`src/rtl/ivc_pkg.sv`:
```
package ivc_pkg;
    parameter int unsigned IVC_VECTORS = 256;
    parameter int unsigned IVC_WORD    = 32;
    parameter int unsigned IVC_CLASS_W = 4;

    typedef enum logic [1:0] {
        PRES_OFF   = 2'd0,
        PRES_IDLE  = 2'd1,
        PRES_HELD  = 2'd2,
        PRES_READY = 2'd3
    } pres_e;
endpackage

```
`src/rtl/ivc_bitvec.sv`:
```
module ivc_bitvec #(
    parameter int unsigned N      = 256,
    parameter int unsigned WORD_W = 32
) (
    input  logic                 clk,
    input  logic                 rst_n,
    input  logic                 set_en,
    input  logic [$clog2(N)-1:0] set_idx,
    input  logic                 clr_a_en,
    input  logic [$clog2(N)-1:0] clr_a_idx,
    input  logic                 clr_b_en,
    input  logic [$clog2(N)-1:0] clr_b_idx,
    output logic [N-1:0]         bits
);
    localparam int unsigned IW = $clog2(N);
    localparam int unsigned OW = $clog2(WORD_W);
    localparam int unsigned SW = IW - OW;
    localparam int unsigned NW = N / WORD_W;

    for (genvar w = 0; w < NW; w++) begin : g_word
        localparam logic [SW-1:0] WSEL = SW'(w);
        logic [WORD_W-1:0] q;
        logic [WORD_W-1:0] set_m;
        logic [WORD_W-1:0] clr_m;

        always_comb begin
            set_m = '0;
            clr_m = '0;
            if (set_en && set_idx[IW-1:OW] == WSEL)
                set_m[set_idx[OW-1:0]] = 1'b1;
            if (clr_a_en && clr_a_idx[IW-1:OW] == WSEL)
                clr_m[clr_a_idx[OW-1:0]] = 1'b1;
            if (clr_b_en && clr_b_idx[IW-1:OW] == WSEL)
                clr_m[clr_b_idx[OW-1:0]] = 1'b1;
        end

        // set has precedence over any clear of the same bit
        always_ff @(posedge clk or negedge rst_n) begin
            if (!rst_n)
                q <= '0;
            else
                q <= (q & ~clr_m) | set_m;
        end

        assign bits[w*WORD_W +: WORD_W] = q;
    end
endmodule

```
`src/rtl/ivc_top_find.sv`:
```
module ivc_top_find #(
    parameter int unsigned N      = 256,
    parameter int unsigned WORD_W = 32
) (
    input  logic [N-1:0]         bits,
    output logic                 any,
    output logic [$clog2(N)-1:0] idx
);
    localparam int unsigned IW = $clog2(N);
    localparam int unsigned OW = $clog2(WORD_W);
    localparam int unsigned SW = IW - OW;
    localparam int unsigned NW = N / WORD_W;

    logic [NW-1:0] w_any;
    logic [OW-1:0] w_pos [NW];

    for (genvar w = 0; w < NW; w++) begin : g_word
        logic [OW-1:0] pos;
        always_comb begin
            pos = '0;
            for (int b = 0; b < WORD_W; b++) begin
                if (bits[w*WORD_W + b])
                    pos = OW'(b);
            end
        end
        assign w_any[w] = |bits[w*WORD_W +: WORD_W];
        assign w_pos[w] = pos;
    end

    // higher words override lower ones, giving the highest set index
    always_comb begin
        any = |w_any;
        idx = '0;
        for (int w = 0; w < NW; w++) begin
            if (w_any[w])
                idx = {SW'(w), w_pos[w]};
        end
    end
endmodule

```
`src/rtl/ivc_prio_gate.sv`:
```
module ivc_prio_gate #(
    parameter int unsigned IW = 8,
    parameter int unsigned CW = 4
) (
    input  logic [IW-1:0] tpr,
    input  logic          isr_any,
    input  logic [IW-1:0] isr_top,
    input  logic          irr_any,
    input  logic [IW-1:0] irr_top,
    output logic [IW-1:0] ppr,
    output logic          ready,
    output logic          held
);
    localparam int unsigned LOW = IW - CW;

    logic [CW-1:0] isr_cls;
    logic [CW-1:0] tpr_cls;
    logic [CW-1:0] irr_cls;

    always_comb begin
        isr_cls = isr_any ? isr_top[IW-1:LOW] : '0;
        tpr_cls = tpr[IW-1:LOW];
        irr_cls = irr_top[IW-1:LOW];
        if (tpr_cls >= isr_cls)
            ppr = tpr;
        else
            ppr = {isr_cls, {LOW{1'b0}}};
        ready = irr_any && ((ppr == '0) || (irr_cls > ppr[IW-1:LOW]));
        held  = irr_any && !ready;
    end
endmodule

```
`src/rtl/ivc_controller.sv`:
```
module ivc_controller import ivc_pkg::*; #(
    parameter int unsigned N      = IVC_VECTORS,
    parameter int unsigned WORD_W = IVC_WORD
) (
    input  logic                   clk,
    input  logic                   rst_n,
    input  logic                   set_vld,
    input  logic [$clog2(N)-1:0]   set_vec,
    input  logic                   set_level,
    input  logic                   deassert_vld,
    input  logic [$clog2(N)-1:0]   deassert_vec,
    input  logic                   tpr_wr,
    input  logic [$clog2(N)-1:0]   tpr_val,
    input  logic                   cfg_wr,
    input  logic [$clog2(N)+4:0]   cfg_val,
    input  logic                   ack_req,
    input  logic                   eoi_req,
    output logic                   irq,
    output logic                   ack_vld,
    output logic                   ack_spur,
    output logic [$clog2(N)-1:0]   ack_vec,
    output logic [$clog2(N)-1:0]   ppr,
    output logic                   eoi_bcast,
    output logic [$clog2(N)-1:0]   eoi_vec
);
    localparam int unsigned IW      = $clog2(N);
    localparam int unsigned EN_BIT  = IW;
    localparam int unsigned SUP_BIT = IW + 4;

    logic [IW-1:0] tpr_q;
    logic [IW:0]   spur_q;
    logic          sup_q;
    logic          sw_en;

    logic [N-1:0]  irr_bits;
    logic [N-1:0]  isr_bits;
    logic [N-1:0]  tmr_bits;
    logic          irr_any;
    logic          isr_any;
    logic [IW-1:0] irr_top;
    logic [IW-1:0] isr_top;
    logic          gate_ready;
    logic          gate_held;
    logic          grant;
    logic          eoi_pop;
    pres_e         pres;

    // configuration and task priority registers
    always_ff @(posedge clk or negedge rst_n) begin
        if (!rst_n) begin
            tpr_q  <= '0;
            spur_q <= {1'b0, {IW{1'b1}}};
            sup_q  <= 1'b0;
        end else begin
            if (tpr_wr)
                tpr_q <= tpr_val;
            if (cfg_wr) begin
                spur_q <= cfg_val[EN_BIT:0];
                sup_q  <= cfg_val[SUP_BIT];
            end
        end
    end

    assign sw_en = spur_q[EN_BIT];

    ivc_bitvec #(.N(N), .WORD_W(WORD_W)) u_irr (
        .clk       (clk),
        .rst_n     (rst_n),
        .set_en    (set_vld),
        .set_idx   (set_vec),
        .clr_a_en  (grant),
        .clr_a_idx (irr_top),
        .clr_b_en  (deassert_vld),
        .clr_b_idx (deassert_vec),
        .bits      (irr_bits)
    );

    ivc_bitvec #(.N(N), .WORD_W(WORD_W)) u_isr (
        .clk       (clk),
        .rst_n     (rst_n),
        .set_en    (grant),
        .set_idx   (irr_top),
        .clr_a_en  (eoi_pop),
        .clr_a_idx (isr_top),
        .clr_b_en  (1'b0),
        .clr_b_idx ({IW{1'b0}}),
        .bits      (isr_bits)
    );

    ivc_bitvec #(.N(N), .WORD_W(WORD_W)) u_tmr (
        .clk       (clk),
        .rst_n     (rst_n),
        .set_en    (set_vld && set_level),
        .set_idx   (set_vec),
        .clr_a_en  (set_vld && !set_level),
        .clr_a_idx (set_vec),
        .clr_b_en  (1'b0),
        .clr_b_idx ({IW{1'b0}}),
        .bits      (tmr_bits)
    );

    ivc_top_find #(.N(N), .WORD_W(WORD_W)) u_find_irr (
        .bits (irr_bits),
        .any  (irr_any),
        .idx  (irr_top)
    );

    ivc_top_find #(.N(N), .WORD_W(WORD_W)) u_find_isr (
        .bits (isr_bits),
        .any  (isr_any),
        .idx  (isr_top)
    );

    ivc_prio_gate #(.IW(IW), .CW(IVC_CLASS_W)) u_gate (
        .tpr     (tpr_q),
        .isr_any (isr_any),
        .isr_top (isr_top),
        .irr_any (irr_any),
        .irr_top (irr_top),
        .ppr     (ppr),
        .ready   (gate_ready),
        .held    (gate_held)
    );

    // presentation state, derived every cycle from the stored arrays
    always_comb begin
        if (!sw_en)
            pres = PRES_OFF;
        else if (gate_ready)
            pres = PRES_READY;
        else if (gate_held)
            pres = PRES_HELD;
        else
            pres = PRES_IDLE;
    end

    // outputs per presentation state
    always_comb begin
        ack_vld  = 1'b0;
        ack_spur = 1'b0;
        ack_vec  = '0;
        grant    = 1'b0;
        irq      = 1'b0;
        unique case (pres)
            PRES_OFF, PRES_IDLE: begin
            end
            PRES_HELD: begin
                if (ack_req) begin
                    ack_vld  = 1'b1;
                    ack_spur = 1'b1;
                    ack_vec  = spur_q[IW-1:0];
                end
            end
            PRES_READY: begin
                irq = 1'b1;
                if (ack_req) begin
                    ack_vld = 1'b1;
                    ack_vec = irr_top;
                    grant   = 1'b1;
                end
            end
        endcase
    end

    always_comb begin
        eoi_pop   = eoi_req && isr_any;
        eoi_bcast = eoi_pop && tmr_bits[isr_top] && !sup_q;
        eoi_vec   = eoi_bcast ? isr_top : '0;
    end
endmodule

```
`config.mk`:
```
export PLATFORM = sky130hd
export DESIGN_NAME = ivc_controller
export DESIGN_NICKNAME = d
export VERILOG_FILES = /design/src/rtl/ivc_pkg.sv /design/src/rtl/ivc_bitvec.sv /design/src/rtl/ivc_top_find.sv /design/src/rtl/ivc_prio_gate.sv /design/src/rtl/ivc_controller.sv
export SDC_FILE = /design/constraint.sdc
export NUM_CORES = 2
export LEC_CHECK = 0
export BUFFER_PORTS_ARGS = -buffer_cell sky130_fd_sc_hd__buf_4
export CAP_MARGIN = 20
export CORE_UTILIZATION = 55
export CTS_CLUSTER_DIAMETER = 150
export DETAILED_ROUTE_END_ITERATION = 10
export PLACE_DENSITY = 0.7
export SYNTH_ARGS = -nofsm -noshare
export SYNTH_HDL_FRONTEND = slang
export SYNTH_HIERARCHICAL = 1
export SYNTH_SLANG_ARGS = --single-unit
```
`constraint.sdc`:
```
create_clock -name clk -period 18.2 [get_ports clk]
set_input_delay 5.46 -clock clk [delete_from_list [all_inputs] [get_ports clk]]
set_output_delay 5.46 -clock clk [all_outputs]
set_load 0.05 [all_outputs]
```
==> results.yml <==
logic_synthesis:
  seq_area_frac_synth: 0.4031
  syn_area_um2: 48820
  yosysWarnings: 6
  postSynthCellCount: 5339
  syn_avg_cell_area_um2: 9.145
  synth-edff-count: 0
  ys_ff_latch: 786
  async_flop_share: 1.000
  yosysUniqueCellTypes: 91
  synth_top_flop_cell: "dfrtp_1"
placed_design:
  dp_hpwl_um: 112400
  place_ws_ps: 5420
  place_congestion: 0.9898
  io_buffers: 70
sta:
  rsz0062_at_grt: "false"
  hold_violations: 0
  fin_skew_ps: 26.19
  fin_crit_ps: 13700
  worst_pin_slew_ps: 1329
  tns_ps: 0
  max_freq_mhz: 72.99
  period_share: 0.7528
  fin_ws_ps: 4499
  hold_ws_ps: 515.2
  relSlewSlack: 0.1128
  slew_viol_final: 0
  setup_viol: 0
finish:
  area_delta_synth_final_pct: 9.243
  fillers: 7498
  nets: 5215
  drive_above_1_share: 0.1160
clock_tree:
  h-tree-depth: 3
  cts_tree: "done"
  numCtsBuffers: 89
  cts_setup_buffers: 0
  root_buffer: "clkbuf_16"
  cts_max_path_buffers: 3
  clock_sinks: 786
  clock_latency_ps: 690
  ctsResizeCount: 0
  hold_buffers: 0
  path_clk_slew_ps: 60
grt:
  grt_util_met3: 0.1314
  grt_pass1_wl_um: 299700
  grt_overflow_total: 0
  grt_busiest_layer: "met2"
  grt_max_degree: 157
  antenna_found_initial: 4
  grt_pass1_vias: 47649
  use_met2: 0.6243
  met1_usage: 0.5726
  grt_use_total: 0.4335
setup_path:
  endpoint_kind: "output pin"
  cp-start-kind: "flip-flop"
  criticalPathCategory: "reg2out"
  critical_path_arrival_ps: 8240
  crit_required_ps: 12740
  critPathMaxFanout: 23
pwr:
  total_power_uw: 11970
  powerDensity_nw_per_um2: 224.5
  power_leakage_uw: 0.01980
  peakVddDrop_v: 0.0005024
run:
  cap_violations: 0
worst_hold_path:
  hp-class: "reg2reg"
die:
  rows: 108
  die_y_um: 299.9
  design.die.area_um2: 89970
  start_util: 0.5593
  io_pins: 74
  die_w_um: 299.9
  core_um2: 87290
route:
  wl_per_cell_um: 31.40
  num_vias: 50720
  drtIter0Drc: 8945
  drtAntennaViolNets: 0
  drt_drc_violations_left: 0
  routed_via_density: 7.939
  routed_wl_um: 200600
  drtPass1Iterations: 8
run_status:
  status: "completed"
==> flip-flops by register name (all words and copies together), names as in the netlist <==
| register | flops |
|---|---|
| u_isr/g_word.q | 256 |
| tpr_q | 8 |
| sup_q | 1 |
| u_irr/g_word.q | 256 |
| spur_q | 9 |
| u_tmr/g_word.q | 256 |
==> area by class of cell <==
| cell class | instances | area, um^2 | share of cell area |
|---|---|---|---|
| Multi-Input combinational cell | 3954 | 26940 | 0.5051 |
| Clock buffer | 140 | 2756 | 0.05168 |
| Tap cell | 1155 | 1445 | 0.02709 |
| Sequential cell | 786 | 19680 | 0.3690 |
| Antenna cell | 1 | 2.502 | 0.00004692 |
| Timing Repair Buffer | 231 | 1867 | 0.03500 |
| Clock inverter | 22 | 274.0 | 0.005137 |
| Inverter | 100 | 375.4 | 0.007037 |
==> worst max-delay path, stage by stage (launching register included) <==
cell and delay, ps:
dfrtp_1 420, nor4_1 560, nand4_1 270, nor2_1 640
a21oi_1 270, o21ai_0 450, a21oi_1 150, o21bai_2 130
buf_4 440, and2_1 230, ha_1 240, nand2b_4 150
a2111oi_4 430, or2_2 240, o21ai_0 160, ha_1 330
nor2_1 60, a31o_2 240, a21oi_1 190, o221ai_2 140
nor4_1 430, nor3b_1 870, a22o_1 290, buf_4 200
==> routing by layer <==
metal,vias to the layer above,routed length (um),part of all wire
li1,20600,-,-
met4,10,14720,0.073
met3,1031,29730,0.15
met5,-,57,0.00028
met1,24908,72130,0.36
met2,4171,83970,0.42
==> final timing paths <==
path                                            start                     to  slack [ps]  cells after the start
worst max-delay path            u_isr/g_word[3].q[25]             ack_vec[0]        4500                     23
worst min-delay path            u_tmr/g_word[0].q[19]  u_tmr/g_word[0].q[19]         520                      1
worst max register to register  u_isr/g_word[3].q[25]  u_isr/g_word[6].q[16]        9790                     25
worst min register to register  u_tmr/g_word[0].q[19]  u_tmr/g_word[0].q[19]         520                      1
max in group asynchronous                       rst_n  u_tmr/g_word[3].q[27]       11040                      3
min in group asynchronous                       rst_n  u_irr/g_word[2].q[15]        4790                      1
==> layout by cell type (no fill, tap or decap), drive strengths merged, types with 21 or more instances in the layout <==
cell | Yosys | final
buf | 373 | 227
nor4 | 134 | 134
a32o | 768 | 768
conb | 1 | 128
nor2b | 36 | 36
nor2 | 318 | 318
o21ai | 91 | 91
nand3 | 1565 | 1565
or4 | 30 | 30
nor3 | 108 | 108
mux4 | 67 | 67
inv | 99 | 101
a211oi | 21 | 21
o31ai | 26 | 26
a21oi | 122 | 122
nand2b | 42 | 42
nor3b | 26 | 26
mux2 | 23 | 23
nand2 | 100 | 100
dfrtp | 778 | 778
clkbuf | 253 | 144
==> cells in the mapped netlist (9+ instances only) <==
| cell | count | area share |
|---|---|---|
| o21bai_1 | 11 | 0.0017 |
| nor4_1 | 123 | 0.016 |
| buf_2 | 310 | 0.032 |
| o21ai_0 | 89 | 0.0091 |
| o31ai_1 | 26 | 0.0040 |
| buf_1 | 49 | 0.0038 |
| o221ai_1 | 19 | 0.0034 |
| nor2_1 | 316 | 0.024 |
| nor2b_1 | 36 | 0.0046 |
| nor4_2 | 10 | 0.0026 |
| nand3b_1 | 9 | 0.0014 |
| nand2_1 | 100 | 0.0077 |
| o211ai_1 | 15 | 0.0023 |
| dfrtp_1 | 778 | 0.40 |
| mux2_2 | 23 | 0.0053 |
| and3b_1 | 18 | 0.0032 |
| a211oi_1 | 19 | 0.0029 |
| mux4_1 | 28 | 0.015 |
| a32o_1 | 768 | 0.16 |
| o21a_1 | 10 | 0.0015 |
| o31a_1 | 9 | 0.0016 |
| or3_1 | 9 | 0.0012 |
| o311ai_0 | 14 | 0.0025 |
| or4_1 | 26 | 0.0040 |
| nor3_1 | 107 | 0.011 |
| a31oi_1 | 12 | 0.0015 |
| clkbuf_1 | 250 | 0.019 |
| a2111oi_0 | 9 | 0.0016 |
| or3b_2 | 9 | 0.0016 |
| nand3_1 | 1565 | 0.16 |
| a22oi_1 | 10 | 0.0015 |
| nor3b_2 | 15 | 0.0038 |
| and2_1 | 18 | 0.0023 |
| mux4_2 | 39 | 0.018 |
| and4b_1 | 18 | 0.0037 |
| a21oi_1 | 122 | 0.013 |
| nor4bb_1 | 10 | 0.0021 |
| nand2b_1 | 41 | 0.0053 |
| nand4_1 | 19 | 0.0024 |
| inv_1 | 99 | 0.0076 |
==> through the flow <==
stage,utilization,area (um^2),cells
after CTS,0.6099,53240,6381
after global placement,0.5739,50100,6212
after floorplan,-,49300,5466
after global routing,0.6110,53330,6388
final,0.6110,53340,6389
after detailed placement,0.5751,50210,6219
==> report_power, final <==
| group | switching [uW] | total (uW) | internal (uW) |
|---|---|---|---|
| Clock | 782 | 1900 | 1120 |
| Sequential | 205 | 2140 | 1940 |
| Combinational | 5850 | 7930 | 2080 |
==> logic make-up (layout without fill, tap and decap cells) <==
family,after synthesis,in the layout,share of synthesized area
and+or+nand+nor,2514,2514,0.2712
AOI/OAI and AO/OA,1213,1213,0.2192
DFF,786,786,0.4031
buffers and inverters,726,493,0.06589
muxes,92,92,0.03877
adders and majority gates,7,7,0.001794
other,1,129,0.00007681
Note: power is estimated with default switching activity, not from simulation.
